[src/rtl/tbm_pkg.sv]
package tbm_pkg;
  localparam int unsigned TBM_DEF_TASKS = 4;
  localparam int unsigned TBM_DEF_CNT_W = 8;

  typedef enum logic [1:0] {
    VERDICT_NONE = 2'd0,
    VERDICT_PASS = 2'd1,
    VERDICT_FAIL = 2'd2
  } verdict_e;
endpackage

[src/rtl/tbm_reset_sync.sv]
module tbm_reset_sync (
  input  logic clk,
  input  logic rst_n_i,
  output logic rst_n_o
);
  logic [1:0] sync_q;
  logic [1:0] sync_d;

  always_comb begin
    sync_d = {sync_q[0], 1'b1};
  end

  always_ff @(posedge clk or negedge rst_n_i) begin
    if (!rst_n_i) sync_q <= 2'b00;
    else          sync_q <= sync_d;
  end

  assign rst_n_o = sync_q[1];
endmodule

[src/rtl/tbm_entry_counter.sv]
module tbm_entry_counter #(
  parameter int unsigned CNT_W = 8
) (
  input  logic             clk,
  input  logic             rst_n,
  input  logic             checkin_i,
  input  logic             clear_i,
  output logic [CNT_W-1:0] cnt_o
);
  localparam logic [CNT_W-1:0] CNT_MAX = {CNT_W{1'b1}};
  localparam logic [CNT_W-1:0] CNT_ONE = {{(CNT_W-1){1'b0}}, 1'b1};

  logic [CNT_W-1:0] cnt_q;
  logic [CNT_W-1:0] cnt_d;
  logic             cnt_en;

  // Tick restarts the interval; a coincident check-in seeds the new one.
  always_comb begin
    cnt_en = clear_i | (checkin_i & (cnt_q != CNT_MAX));
    if (clear_i) cnt_d = checkin_i ? CNT_ONE : '0;
    else         cnt_d = cnt_q + CNT_ONE;
  end

  always_ff @(posedge clk or negedge rst_n) begin
    if (!rst_n)      cnt_q <= '0;
    else if (cnt_en) cnt_q <= cnt_d;
  end

  assign cnt_o = cnt_q;

  // saturation holds at the top value
  a_r3_no_overflow: assert property (@(posedge clk) disable iff (!rst_n)
    (cnt_q == CNT_MAX && !clear_i) |=> (cnt_q == CNT_MAX));

  // after a tick the count holds at most the coincident pulse
  a_r10_clear_on_tick: assert property (@(posedge clk) disable iff (!rst_n)
    clear_i |=> (cnt_q <= CNT_ONE));

  // a count never moves without a check-in or a tick
  a_r2_hold_when_idle: assert property (@(posedge clk) disable iff (!rst_n)
    (!checkin_i && !clear_i) |=> $stable(cnt_q));
endmodule

[src/rtl/tbm_band_check.sv]
module tbm_band_check #(
  parameter int unsigned CNT_W = 8
) (
  input  logic [CNT_W-1:0] cnt_i,
  input  logic [CNT_W-1:0] lo_i,
  input  logic [CNT_W-1:0] hi_i,
  output logic             ok_o
);
  logic above_lo;
  logic below_hi;

  always_comb begin
    above_lo = (cnt_i >= lo_i);
    below_hi = (cnt_i <= hi_i);
    ok_o     = above_lo & below_hi;
  end
endmodule

[src/rtl/tbm_lowest_fail.sv]
module tbm_lowest_fail #(
  parameter int unsigned N     = 4,
  parameter int unsigned IDX_W = 2
) (
  input  logic [N-1:0]     fail_i,
  output logic             any_o,
  output logic [IDX_W-1:0] idx_o
);
  always_comb begin
    any_o = |fail_i;
    idx_o = '0;
    for (int i = N - 1; i >= 0; i--) begin
      if (fail_i[i]) idx_o = IDX_W'(i);
    end
  end

  // the reported task is really failing
  always_comb begin
    if (any_o) a_r8_idx_points_at_fail: assert (fail_i[idx_o]);
  end
endmodule

[src/rtl/task_band_monitor.sv]
module task_band_monitor
  import tbm_pkg::*;
#(
  parameter int unsigned N_TASKS = TBM_DEF_TASKS,
  parameter int unsigned CNT_W   = TBM_DEF_CNT_W,
  localparam int unsigned IDX_W  = (N_TASKS > 1) ? $clog2(N_TASKS) : 1
) (
  input  logic                       clk,
  input  logic                       rst_n,
  input  logic [N_TASKS-1:0]         checkin_i,
  input  logic                       eval_tick_i,
  input  logic [N_TASKS*CNT_W-1:0]   lo_lim_i,
  input  logic [N_TASKS*CNT_W-1:0]   hi_lim_i,
  output logic                       kick_o,
  output logic                       bite_o,
  output logic [IDX_W-1:0]           fault_idx_o
);
  logic               rst_sync_n;
  logic [N_TASKS-1:0] band_ok;
  logic [N_TASKS-1:0] band_fail;
  logic               any_fail;
  logic [IDX_W-1:0]   low_idx;

  verdict_e         verdict_q, verdict_d;
  logic             bite_q, bite_d;
  logic [IDX_W-1:0] idx_q, idx_d;
  logic             idx_en;

  tbm_reset_sync u_rst (
    .clk     (clk),
    .rst_n_i (rst_n),
    .rst_n_o (rst_sync_n)
  );

  for (genvar g = 0; g < N_TASKS; g++) begin : g_task
    logic [CNT_W-1:0] cnt;

    tbm_entry_counter #(.CNT_W(CNT_W)) u_cnt (
      .clk       (clk),
      .rst_n     (rst_sync_n),
      .checkin_i (checkin_i[g]),
      .clear_i   (eval_tick_i),
      .cnt_o     (cnt)
    );

    tbm_band_check #(.CNT_W(CNT_W)) u_band (
      .cnt_i (cnt),
      .lo_i  (lo_lim_i[g*CNT_W +: CNT_W]),
      .hi_i  (hi_lim_i[g*CNT_W +: CNT_W]),
      .ok_o  (band_ok[g])
    );
  end

  assign band_fail = ~band_ok;

  tbm_lowest_fail #(.N(N_TASKS), .IDX_W(IDX_W)) u_enc (
    .fail_i (band_fail),
    .any_o  (any_fail),
    .idx_o  (low_idx)
  );

  always_comb begin
    if (!eval_tick_i)  verdict_d = VERDICT_NONE;
    else if (any_fail) verdict_d = VERDICT_FAIL;
    else               verdict_d = VERDICT_PASS;
    bite_d = bite_q | (eval_tick_i & any_fail);
    idx_en = eval_tick_i & any_fail & ~bite_q;
    idx_d  = low_idx;
  end

  always_ff @(posedge clk or negedge rst_sync_n) begin
    if (!rst_sync_n) begin
      verdict_q <= VERDICT_NONE;
      bite_q    <= 1'b0;
    end else begin
      verdict_q <= verdict_d;
      bite_q    <= bite_d;
    end
  end

  always_ff @(posedge clk or negedge rst_sync_n) begin
    if (!rst_sync_n)  idx_q <= '0;
    else if (idx_en)  idx_q <= idx_d;
  end

  assign kick_o      = (verdict_q == VERDICT_PASS);
  assign bite_o      = bite_q;
  assign fault_idx_o = idx_q;

  // a kick only ever follows a tick
  a_r5_kick_after_tick: assert property (@(posedge clk) disable iff (!rst_sync_n)
    kick_o |-> $past(eval_tick_i));

  // a failing evaluation suppresses the kick and raises the flag
  a_r6_fail_bites: assert property (@(posedge clk) disable iff (!rst_sync_n)
    (eval_tick_i && any_fail) |=> (bite_o && !kick_o));

  // the fault flag is sticky
  a_r7_bite_sticky: assert property (@(posedge clk) disable iff (!rst_sync_n)
    bite_o |=> bite_o);

  // the recorded index is frozen once the flag is up
  a_r8_idx_hold: assert property (@(posedge clk) disable iff (!rst_sync_n)
    bite_o |=> $stable(fault_idx_o));
endmodule

[config.mk]
export PLATFORM = sky130hd
export DESIGN_NAME = task_band_monitor
export DESIGN_NICKNAME = d
export VERILOG_FILES = /design/src/rtl/tbm_pkg.sv /design/src/rtl/tbm_reset_sync.sv /design/src/rtl/tbm_entry_counter.sv /design/src/rtl/tbm_band_check.sv /design/src/rtl/tbm_lowest_fail.sv /design/src/rtl/task_band_monitor.sv
export SDC_FILE = /design/constraint.sdc
export NUM_CORES = 1
export LEC_CHECK = 0
export BUFFER_PORTS_ARGS = -buffer_cell sky130_fd_sc_hd__buf_2
export CAP_MARGIN = 20
export CORE_MARGIN = 3
export CORE_UTILIZATION = 57
export CTS_BUF_LIST = sky130_fd_sc_hd__clkbuf_8
export CTS_CLUSTER_SIZE = 16
export DETAILED_ROUTE_END_ITERATION = 12
export PLACE_DENSITY = 0.9
export SETUP_SLACK_MARGIN = 0.2
export SYNTH_ARGS = -nofsm -noshare
export SYNTH_HDL_FRONTEND = slang
export SYNTH_SLANG_ARGS = --single-unit
[constraint.sdc]
create_clock -name clk -period 1.45 [get_ports clk]
set_input_delay 0.0725 -clock clk [delete_from_list [all_inputs] [get_ports clk]]
set_output_delay 0.0725 -clock clk [all_outputs]
set_load 0.05 [all_outputs]
Yosys cells after proc, flatten, opt, wreduce, memory -nomap -nowiden --
Cells that the tools add are included.
Storage, ports and cells: register bits 39, word-level logic and storage cells 57, input bits 71, output and inout port bits 4
Cells by class: bitwise gates (word level) 17, eq/ne operators 5, reductions and logical operators 1, multiplexer cells 14, add/subtract/negate cells 4, order comparisons 8
Operators by type and width (number):
- $add A8 B1 Y8 const B | 4
- $ge A8 B8 Y1 | 4
- $le A8 B8 Y1 | 4
- $mux W8 | 4
- $ne A8 B8 Y1 const B | 4
- $mux W2 | 6
- $and A1 B1 Y1 | 10
- $or A1 B1 Y1 | 5
- $mux W1 | 4
- $not A4 Y4 | 1
- $reduce_or A4 Y1 | 1
- $eq A2 B1 Y1 const B | 1
- $not A1 Y1 | 1

Longest topological paths before layout --
Gate-level depths: netlist of the first run.
depth in word-level cells 7, gate-level depth with buffers 8, depth with buffers taken out 8

Hierarchy --
A second synthesis of the first run with hierarchy kept.
Unflattened totals: cell total of the unflattened synthesis 462, area total of the unflattened synthesis 3946.3 µm²
Modules (own cells, without submodules):
- tbm_entry_counter | sequential area each 200.2 µm², area an instance 508.0 µm², cells an instance 52, times used 4
- tbm_band_check | sequential area each 0.0 µm², area an instance 401.6 µm², cells an instance 57, times used 4
- task_band_monitor | sequential area each 125.1 µm², area an instance 219.0 µm², cells an instance 16, times used 1
- tbm_reset_sync | sequential area each 50.0 µm², area an instance 53.8 µm², cells an instance 3, times used 1
- tbm_lowest_fail | sequential area each 0.0 µm², area an instance 35.0 µm², cells an instance 7, times used 1

Worst setup path after synthesis of the first run --
No wires, ideal clock.
path type flip-flop to flip-flop, start register g_task[2].u_cnt.cnt_q[0], end register idx_q[0], in the netlist fault_idx_o[0], path buffers 0, data required time 1327 ps, arrival time 1998 ps, period minus slack after synthesis 2121 ps, stages on the path, launching flop included 9, setup time 123 ps, slack -671 ps, cells stage by stage dfrtp_1 -> inv_1 -> ha_1 -> nand2b_4 -> a2111oi_4 -> o31a_1 -> a211oi_1 -> or4b_1 -> o221a_2
Between the ends: word-level cells in the longest chain between the ends 6
Ends and longest elaborated chain:
- from (decl) | line tbm_entry_counter.sv:13 | logic [CNT_W-1:0] cnt_q;
- from (signal assigned) | line tbm_entry_counter.sv:26 | else if (cnt_en) cnt_q <= cnt_d;
- $ge A8 B8 Y1 / $le A8 B8 Y1 (equally long branches) | line tbm_band_check.sv:13, tbm_band_check.sv:14
- $and A1 B1 Y1 (*) | line tbm_band_check.sv:15 | ok_o = above_lo & below_hi;
- $not A4 Y4 (*) | line task_band_monitor.sv:54 | assign band_fail = ~band_ok;
- $reduce_or A4 Y1 / $mux W2 (equally long branches) | line tbm_lowest_fail.sv:10, tbm_lowest_fail.sv:13
- $and A1 B1 Y1 / $mux W2 (equally long branches) (2 in a row) | line task_band_monitor.sv:67, tbm_lowest_fail.sv:13
- to (signal assigned) | line task_band_monitor.sv:83 | else if (idx_en) idx_q <= idx_d;
- to (decl) | line task_band_monitor.sv:26 | logic [IDX_W-1:0] idx_q, idx_d;
Mark *: on every way between the ends. The rest lies on a longest branch, timed or not. A chain may end at the register's enable or synchronous reset.

Final worst setup path of the first run --
start register g_task[3].u_cnt.cnt_q[0], end register bite_q, in the netlist bite_o
Between the ends: word-level cells in the longest chain between the ends 6
Ends and longest elaborated chain:
- from (decl) | line tbm_entry_counter.sv:13
- from (signal assigned) | line tbm_entry_counter.sv:26
- $ge A8 B8 Y1 / $le A8 B8 Y1 (equally long branches) | line tbm_band_check.sv:13, tbm_band_check.sv:14
- $and A1 B1 Y1 (*) | line tbm_band_check.sv:15
- $not A4 Y4 (*) | line task_band_monitor.sv:54
- $reduce_or A4 Y1 (*) | line tbm_lowest_fail.sv:10 | any_o = |fail_i;
- $and A1 B1 Y1 (*) | line task_band_monitor.sv:66 | bite_d = bite_q | (eval_tick_i & any_fail);
- $or A1 B1 Y1 (*) | line task_band_monitor.sv:66
- named net bite_d | line task_band_monitor.sv:25 | logic bite_q, bite_d;
- to (signal assigned) | line task_band_monitor.sv:77 | bite_q <= bite_d;
- to (decl) | line task_band_monitor.sv:25
The timed path passes the listed nets; every way through them passes the cells marked *.

==> results of run 1 <==
[through the flow]
step | hold WS [ns] | total power, mW | instances | TNS, ns
2_1_floorplan | -0.2231 | 1.573 | 392 | -2.677
3_3_place_gp | -0.1425 | 1.818 | 586 | -5.081
3_5_place_dp | -0.1409 | 1.873 | 586 | -6.511
4_1_cts | 0.03280 | 2.631 | 609 | -6.342
5_1_grt | 0.05064 | 2.930 | 613 | -11.79
6_report | 0.03250 | 2.799 | 613 | -9.573
[layer usage]
layer  wire [um]  GRT usage  part of all wire  vias up
met1        4598     0.3267              0.37     1805
met5           0          0                 0        -
met4         838     0.1709             0.067        0
met3         909    0.06151             0.073       90
li1            -          -                 -     1651
met2        6144     0.5736              0.49      232
[flip-flops by register name, summed over array words and instances, names as in the netlist]
register	cells
verdict_q	2
u_rst.sync_q	2
fault_idx_o	2
g_task.u_cnt.cnt_o	32
bite_o	1
[where the power goes]
group          internal (mW)  total, mW  switching [mW]  leakage (nW)
combinational          0.436      0.910           0.473          2.08
sequential              1.13       1.16          0.0356         0.516
clock                  0.325      0.725           0.400        0.0505
total                   1.89       2.80           0.909          2.64
[what timing repair did]
item / CTS / global route
buffers inserted: 14 / 4
setup endpoints to repair: 37 / 37
resized for setup: 43 / 26
hold endpoints to repair: 2 / 0
pin swaps: 32 / 19
hold buffers: 1 / 0
[layout make-up]
| class | instances | share of cell area |
|---|---|---|
| Clock inverter | 3 | 0.002536 |
| Multi-Input combinational cell | 283 | 0.5159 |
| Timing Repair Buffer | 146 | 0.2019 |
| Inverter | 65 | 0.04945 |
| Tap cell | 72 | 0.01826 |
| Sequential cell | 39 | 0.1981 |
| Clock buffer | 5 | 0.01395 |
[placed cells by master, fill, tap and decap left out, types with 9 or more instances in the layout]
cell type                 instances
sky130_fd_sc_hd__nand4_1         19
sky130_fd_sc_hd__nor2_1          34
sky130_fd_sc_hd__nand2_1         18
sky130_fd_sc_hd__ha_4             9
sky130_fd_sc_hd__ha_1            58
sky130_fd_sc_hd__xor2_1          16
sky130_fd_sc_hd__a21oi_1         23
sky130_fd_sc_hd__inv_1           66
sky130_fd_sc_hd__buf_6           22
sky130_fd_sc_hd__buf_4           49
sky130_fd_sc_hd__buf_2           74
sky130_fd_sc_hd__dfrtp_1         38
[kinds of logic (layout without fill, tap and decap cells)]
kind of cell	after synthesis	after routing	share of synthesized area
mux	3	3	0.008798
buf+inv	70	219	0.07698
compound gates	69	69	0.1422
other cells	1	1	0.001099
simple gates	117	117	0.1716
xor+xnor	25	25	0.06415
flops	39	39	0.2859
fa+ha+maj	68	68	0.2493
[tightest hold or removal path, stage by stage]
cell,delay [ns]
sky130_fd_sc_hd__buf_2,0.10
sky130_fd_sc_hd__nand2_1,0.06
sky130_fd_sc_hd__o31ai_2,0.05
[how the worst max path moves through the flow]
stage	to	cells after the start
floorplan	fault_idx_o[0]	7
global placement	fault_idx_o[0]	7
detailed placement	fault_idx_o[0]	7
CTS	fault_idx_o[0]	7
global route	bite_o	8
finish	bite_o	8
==> impl_summary.log, run 1 <==
INFO  metric cellLeakagePower = 2.642 nW
INFO  metric multi_input_area = 2545 um^2
INFO  metric final.period_utilization = 1.522
INFO  metric design.die.area = roughly 7000 um^2
INFO  metric ys_seq_elements = 39
INFO  metric seq_area_frac_synth = 0.2859
INFO  metric floorplan.die.width = ~83 um
INFO  metric rows = 27
INFO  metric startpoint_types = flip-flop
INFO  metric maximum_number_of_pins_on_one_net_before_global_route_repair = 40
INFO  metric synth-warning-count = 0
INFO  metric clock_skew = 0.01409 ns
INFO  metric globalRoute.totalOverflow = 0
INFO  metric syn-num-nets = 531
INFO  metric holdPathStages = 3
INFO  metric synth_flop_cell = sky130_fd_sc_hd__dfrtp_1
INFO  metric die_h = 83.39 um
INFO  metric core_region_area = 5642 um^2
INFO  metric grtUsageTotal = 0.3107
INFO  metric placement.io_buffers = 74
INFO  metric detailedPlacementHpwl = 7.178 mm
INFO  metric synthCells = 392
INFO  metric hold_viol_final = 0
INFO  metric routed_wl = 12.49 mm
INFO  metric finalNetCount = 679
INFO  metric global_route_wire_length_before_repair = 17.60 mm
INFO  metric most_used_standard_cell_by_instance_count_after_synthesis = sky130_fd_sc_hd__ha_1
INFO  metric number_of_enable_type_register_cells_in_the_synthesized_netlist = 0
INFO  metric number_of_diodes = 0
INFO  metric worstPathRequired = 1.64 ns
INFO  metric r2r-start = g_task[3].u_cnt.cnt_o[0]
INFO  metric maxSlewViolCount = 0
INFO  metric layout-drive-gt1-share = 0.3900
INFO  metric hold_path_startpoint = checkin_i[1]
INFO  metric cts_htree_levels = 2
INFO  metric clkTransAtPathRegs = 0.09 ns
INFO  metric unrepaired_setup_endpoints_after_global_routing = true
INFO  metric timing.reg2reg.setup_slack = -0.76 ns
INFO  metric synth.top_cell.area_share = 0.2859
INFO  metric vias_per_cell = 6.163
INFO  metric startpoint = g_task[3].u_cnt.cnt_o[0]
INFO  metric sequential_cell_area = 977.2 um^2
INFO  metric synthDistinctLibCells = 39
INFO  metric drt.antenna.violating_nets = 0
INFO  metric maxSlewHeadroom = 0.6469
INFO  metric tritoncts.num_buffers = 5
INFO  metric buffers_and_inverters_on_the_worst_path = 1
INFO  metric ordered_list_of_cells_on_the_worst_path = inv_1, ha_1, nand2b_1, a2111oi_2, o31a_1, a211oi_4, nand4_1, a21o_1
INFO  metric drt_iter0_markers = 257
INFO  metric worstPathArrival = between 2 and 2.5 ns
INFO  metric cp_top_family = compound AO/OA/AOI/OAI gates
INFO  metric drt_first_pass_iters = 6
INFO  metric largest_stage_delay_worst_path = roughly 0.38 ns
INFO  metric grt_pass1_vias = 3852
INFO  metric cts_root_buffer = sky130_fd_sc_hd__clkbuf_8
INFO  metric final_area = around 4900 um^2
INFO  metric ff2ff_path_depth = 8
INFO  metric outcome = finished, violations left
INFO  metric maxClockFrequency = around 450 MHz
INFO  metric number_of_fill_cells_in_the_layout = 258
INFO  metric synth_top_cells_by_count = sky130_fd_sc_hd__ha_1, sky130_fd_sc_hd__inv_1, sky130_fd_sc_hd__dfrtp_1
INFO  metric path_type_of_the_worst_setup_path = reg -> reg
INFO  metric detailed_place.area = 4350 um^2
INFO  metric min_period = 2.206 ns
INFO  metric worst-slew-pin-transition = 0.5242 ns
INFO  metric hold_path.class = in -> reg
INFO  metric tritoncts_num_sinks = 39
INFO  metric clk_path_buf_depth = 2
INFO  metric power_density = about 570 nW/um^2
INFO  metric worst_r2r_endpoint = bite_o
INFO  metric failed_checks = setup timing
INFO  metric mappedNetlistArea = roughly 3400 um^2
INFO  metric final_util = 0.8745
INFO  metric route.detailed.drc = 0
INFO  metric max-cap-violations = 0
INFO  metric tritoncts_clock_tree = built
INFO  metric number_of_antenna_violations_at_the_first_check_in_global_routing = 0
INFO  metric dp_slack = -0.6948 ns
INFO  metric worst_skew_pair_latency = between 0.2 and 0.3 ns
INFO  metric synth.area.top_cells = sky130_fd_sc_hd__dfrtp_1, sky130_fd_sc_hd__ha_1, sky130_fd_sc_hd__inv_1
INFO  metric synth_async_sr_flop_share = 1.000
INFO  metric holdPathEnd = g_task[1].u_cnt.cnt_o[0]
INFO  metric area.growth.synth_to_final = 44.54%
INFO  metric synth.largest_area_cell = sky130_fd_sc_hd__dfrtp_1
INFO  metric floorplan.io_pins = 75
INFO  metric gpl.final_weighted_congestion = 0.9011
INFO  metric synthesis.area_per_instance = 8.707 um^2
INFO  metric routed-via-count = 3778
INFO  metric initial_cell_density_of_the_core = 0.6050
INFO  metric setup_ws = -0.7562 ns
INFO  metric worstPathMaxFanout = 3
INFO  metric power.ir.vdd_worst = just under 0.0006 V
INFO  metric route.detailed.wl_per_inst = 20.38 um
INFO  metric end_kind = flip-flop
INFO  metric finalSetupViolCount = 35
INFO  metric critPathSlowestCell = sky130_fd_sc_hd__dfrtp_1
No activity file was read; power rests on OpenSTA's default activity.
==> run 2, diff against run 1 <==
--- a/config.mk
+++ b/config.mk
@@ -8,7 +8,7 @@
 export BUFFER_PORTS_ARGS = -buffer_cell sky130_fd_sc_hd__buf_2
 export CAP_MARGIN = 20
 export CORE_MARGIN = 3
-export CORE_UTILIZATION = 57
+export CORE_UTILIZATION = 58
 export CTS_BUF_LIST = sky130_fd_sc_hd__clkbuf_8
 export CTS_CLUSTER_SIZE = 16
 export DETAILED_ROUTE_END_ITERATION = 12
@@ -16,4 +16,5 @@
 export SETUP_SLACK_MARGIN = 0.2
 export SYNTH_ARGS = -nofsm -noshare
 export SYNTH_HDL_FRONTEND = slang
+export SYNTH_HIERARCHICAL = 1
 export SYNTH_SLANG_ARGS = --single-unit
==> impl_summary.log, run 2 <==
INFO  metric floorplan.io_pins = 75 (unchanged)
INFO  metric worstPathMaxFanout = 3 (unchanged)
INFO  metric synth.area.top_cells = sky130_fd_sc_hd__dfrtp_1, sky130_fd_sc_hd__ha_1, sky130_fd_sc_hd__inv_1
INFO  metric inst_count_dp = 653 (+11%)
INFO  metric power.ir.vdd_worst = 0.0005946 V (+2.9%)
INFO  metric sequential_cell_area = 998.5 um^2 (+2.2%)
INFO  metric worstPathArrival = 2.74 ns (+0.35 ns)
INFO  metric clock_skew = 0.02953 ns (+0.01543 ns)
INFO  metric finalSetupViolCount = 36 (+2.9%)
INFO  metric end_kind = flip-flop
INFO  metric synth.largest_area_cell = sky130_fd_sc_hd__dfrtp_1
INFO  metric core_region_area = 6459 um^2 (+14%)
INFO  metric outcome = finished, violations left
INFO  metric unrepaired_setup_endpoints_after_global_routing = true
INFO  metric cellLeakagePower = 2.903 nW (+9.9%)
INFO  metric worst_skew_pair_latency = 0.33 ns (+0.04 ns)
INFO  metric power_density = 562.8 nW/um^2 (-0.78%)
INFO  metric hold_slack = 0.04969 ns (+0.01719 ns)
INFO  metric worstPathRequired = 1.65 ns (about the same)
INFO  metric vias_per_cell = 7.330 (+19%)
INFO  metric multi_input_area = 3378 um^2 (+33%)
INFO  metric floorplan.die.width = 88.49 um (+6.1%)
INFO  metric number_of_diodes = 0 (unchanged)
INFO  metric cts_root_buffer = sky130_fd_sc_hd__clkbuf_8
INFO  metric failed_checks = setup timing
INFO  metric finalNetCount = 754 (+11%)
INFO  metric grtUsageTotal = 0.3566 (+0.04592)
INFO  metric finish.cell_count_without_fillers = 693 (+13%)
INFO  metric drt_iter0_markers = 855 (+230%)
INFO  metric maximum_number_of_pins_on_one_net_before_global_route_repair = 52 (+30%)
INFO  metric hold_path.class = in -> async
INFO  metric layout-drive-gt1-share = 0.5146 (+0.1246)
INFO  metric tritoncts_clock_tree = built
INFO  metric syn-num-nets = 601 (+13%)
INFO  metric most_frequent_standard_cell_in_the_layout_excluding_fill_and_tap_cells = sky130_fd_sc_hd__buf_2
INFO  metric area.growth.synth_to_final = 53.14%
INFO  metric drt.antenna.violating_nets = 0 (unchanged)
INFO  metric clkTransAtPathRegs = 0.12 ns (+0.03 ns)
INFO  metric rows = 29 (+7.4%)
INFO  metric most_used_standard_cell_by_instance_count_after_synthesis = sky130_fd_sc_hd__inv_1
INFO  metric max-cap-violations = 0 (unchanged)
INFO  metric synth-warning-count = 6 (+6)
INFO  metric largest_register_ff_count = 32 (unchanged)
INFO  metric drt_first_pass_iters = 9 (+3)
INFO  metric setup_ws = -1.091 ns (-0.3343 ns)
INFO  metric startpoint_types = flip-flop
INFO  metric number_of_fill_cells_in_the_layout = 199 (-23%)
INFO  metric synthCells = 462 (+18%)
INFO  metric number_of_enable_type_register_cells_in_the_synthesized_netlist = 0 (unchanged)
INFO  metric synth_async_sr_flop_share = 1.000 (unchanged)
INFO  metric fin_setup_tns = -11.85 ns (-2.274 ns)
INFO  metric detailedPlacementHpwl = 8.293 mm (+16%)
INFO  metric tritoncts.num_buffers = 5 (unchanged)
INFO  metric globalRoute.totalOverflow = 0 (unchanged)
INFO  metric synth.top_cell.area_share = 0.2473 (-0.03862)
INFO  metric ordered_list_of_cells_on_the_worst_path = inv_1, ha_1, nand2_1, nor3_4, nor2_2, a211oi_2, inv_1, nor2_2, nand2_2, nand3b_4, mux2_4
INFO  metric routed_wl = 20.28 mm (+62%)
INFO  metric min_period = 2.541 ns (+0.3343 ns)
INFO  metric routed-via-count = 5080 (+34%)
INFO  metric maxSlewViolCount = 0 (unchanged)
INFO  metric seq_area_frac_synth = 0.2473 (-0.03862)
INFO  metric critPathSlowestCell = sky130_fd_sc_hd__dfrtp_2
INFO  metric route.detailed.drc = 0 (unchanged)
INFO  metric clk_path_buf_depth = 2 (unchanged)
INFO  metric grt_pass1_vias = 4512 (+17%)
INFO  metric tritoncts_num_sinks = 39 (unchanged)
INFO  metric maxClockFrequency = 393.6 MHz (-13%)
INFO  metric layout.cells.most_common_list = sky130_fd_sc_hd__buf_2, sky130_fd_sc_hd__inv_1, sky130_fd_sc_hd__buf_4, sky130_fd_sc_hd__ha_1, sky130_fd_sc_hd__buf_6
INFO  metric mappedNetlistArea = 3946 um^2 (+16%)
INFO  metric synth_flop_cell = sky130_fd_sc_hd__dfrtp_1
INFO  metric path_type_of_the_worst_setup_path = reg -> reg
INFO  metric gpl.final_weighted_congestion = 0.8632 (-4.2%)
INFO  metric initial_cell_density_of_the_core = 0.6110 (+0.005991)
INFO  metric route.detailed.wl_per_inst = 29.27 um (+44%)
INFO  metric die_h = 88.49 um (+6.1%)
INFO  metric cts_htree_levels = 2 (unchanged)
INFO  metric synth_top_cells_by_count = sky130_fd_sc_hd__inv_1, sky130_fd_sc_hd__ha_1, sky130_fd_sc_hd__a21oi_1
INFO  metric largest_stage_delay_worst_path = 0.42 ns (+0.04 ns)
INFO  metric synthesis.area_per_instance = 8.542 um^2 (-1.9%)
INFO  metric placement.io_buffers = 74 (unchanged)
INFO  metric design.die.area = 7830 um^2 (+13%)
INFO  metric final.period_utilization = 1.752 (+0.2305)
INFO  metric synthDistinctLibCells = 39 (unchanged)
INFO  metric ys_seq_elements = 39 (unchanged)
INFO  metric number_of_antenna_violations_at_the_first_check_in_global_routing = 0 (unchanged)
INFO  metric hold_viol_final = 0 (unchanged)
INFO  metric global_route_wire_length_before_repair = 21.57 mm (+23%)
[run 2: cell count changes after synthesis, moves of 8 or more]
cell,delta
sky130_fd_sc_hd__nand2b_1,+11
sky130_fd_sc_hd__a211oi_2,+8
sky130_fd_sc_hd__xor2_1,-18
sky130_fd_sc_hd__nor3b_1,+8
sky130_fd_sc_hd__nor3_1,+11
sky130_fd_sc_hd__nor2_1,-14
sky130_fd_sc_hd__buf_6,+8
sky130_fd_sc_hd__a21oi_1,+20
sky130_fd_sc_hd__inv_1,+8
[run 2: final cells by class]
cell class / count / share of cell area
Inverter: 73 / 0.04534
Timing Repair Buffer: 162 / 0.1950
Multi-Input combinational cell: 334 / 0.5590
Tap cell: 77 / 0.01594
Sequential cell: 39 / 0.1652
Clock buffer: 6 / 0.01366
Clock inverter: 2 / 0.005797
[run 2: metal layers]
metal,wire length [um],up-vias,GRT usage
li1,-,1921,-
met5,59,-,0
met1,6511,2323,0.3893
met3,2688,238,0.07821
met4,2163,2,0.1909
met2,8860,596,0.6411
[run 2: final timing paths]
path	cells past startpoint	endpoint	start	slack, ns
setup / recovery	11	fault_idx_o[0]	g_task[1].u_cnt/cnt_o[0]	-1.09
hold / removal	2	u_rst/sync_q[0]	rst_n	0.05
setup reg to reg	11	fault_idx_o[0]	g_task[1].u_cnt/cnt_o[0]	-1.09
hold reg to reg	1	g_task[2].u_cnt/cnt_o[3]	u_rst/sync_q[1]	0.18
max in group asynchronous	1	g_task[3].u_cnt/cnt_o[2]	u_rst/sync_q[1]	0.83
min in group clk	3	g_task[0].u_cnt/cnt_o[0]	checkin_i[0]	0.19
[run 2: cells by family after synthesis]
kind of cell	share of synthesized area
DFF	0.2473
adders and majority gates	0.2156
buffers and inverters	0.1011
muxes	0.04439
and+or+nand+nor	0.2273
AOI/OAI and AO/OA	0.1633
other	0.0009503
[run 2: metrics by stage]
stage               setup WS [ns]    util  total power [mW]  instance area [um^2]
global placement          -0.7249  0.7671             1.863                  4955
global route               -1.248  0.9357             3.517                  6043
CTS                       -0.7356  0.8557             2.994                  5527
floorplan                 -0.5778       -             1.618                  4180
finish                     -1.091  0.9357             3.401                  6043
detailed placement        -0.8238  0.7671             1.922                  4955
[run 2: what timing repair did]
| item | in CTS | in global routing |
|---|---|---|
| pin swaps | 32 | 26 |
| hold buffers | 1 | 0 |
| endpoints found under the hold margin | 2 | 0 |
| resized for setup | 78 | 71 |
| cloned | 0 | 0 |
| setup buffers | 15 | 16 |
| endpoints found under the setup margin | 37 | 37 |
[run 2: report_power, final]
part / total [mW] / switching [mW] / internal, mW
Clock: 1.06 / 0.496 / 0.559
Combinational: 1.17 / 0.660 / 0.510
Sequential: 1.18 / 0.0473 / 1.13
Total: 3.40 / 1.20 / 2.20
[run 2: critical path, delay by kind of cell, from the launching register on]
family,cells,cell delay (ns)
compound gates,1,0.28
mux,1,0.31
fa+ha+maj,1,0.33
buf+inv,2,0.21
flops,1,0.42
simple gates,6,0.86
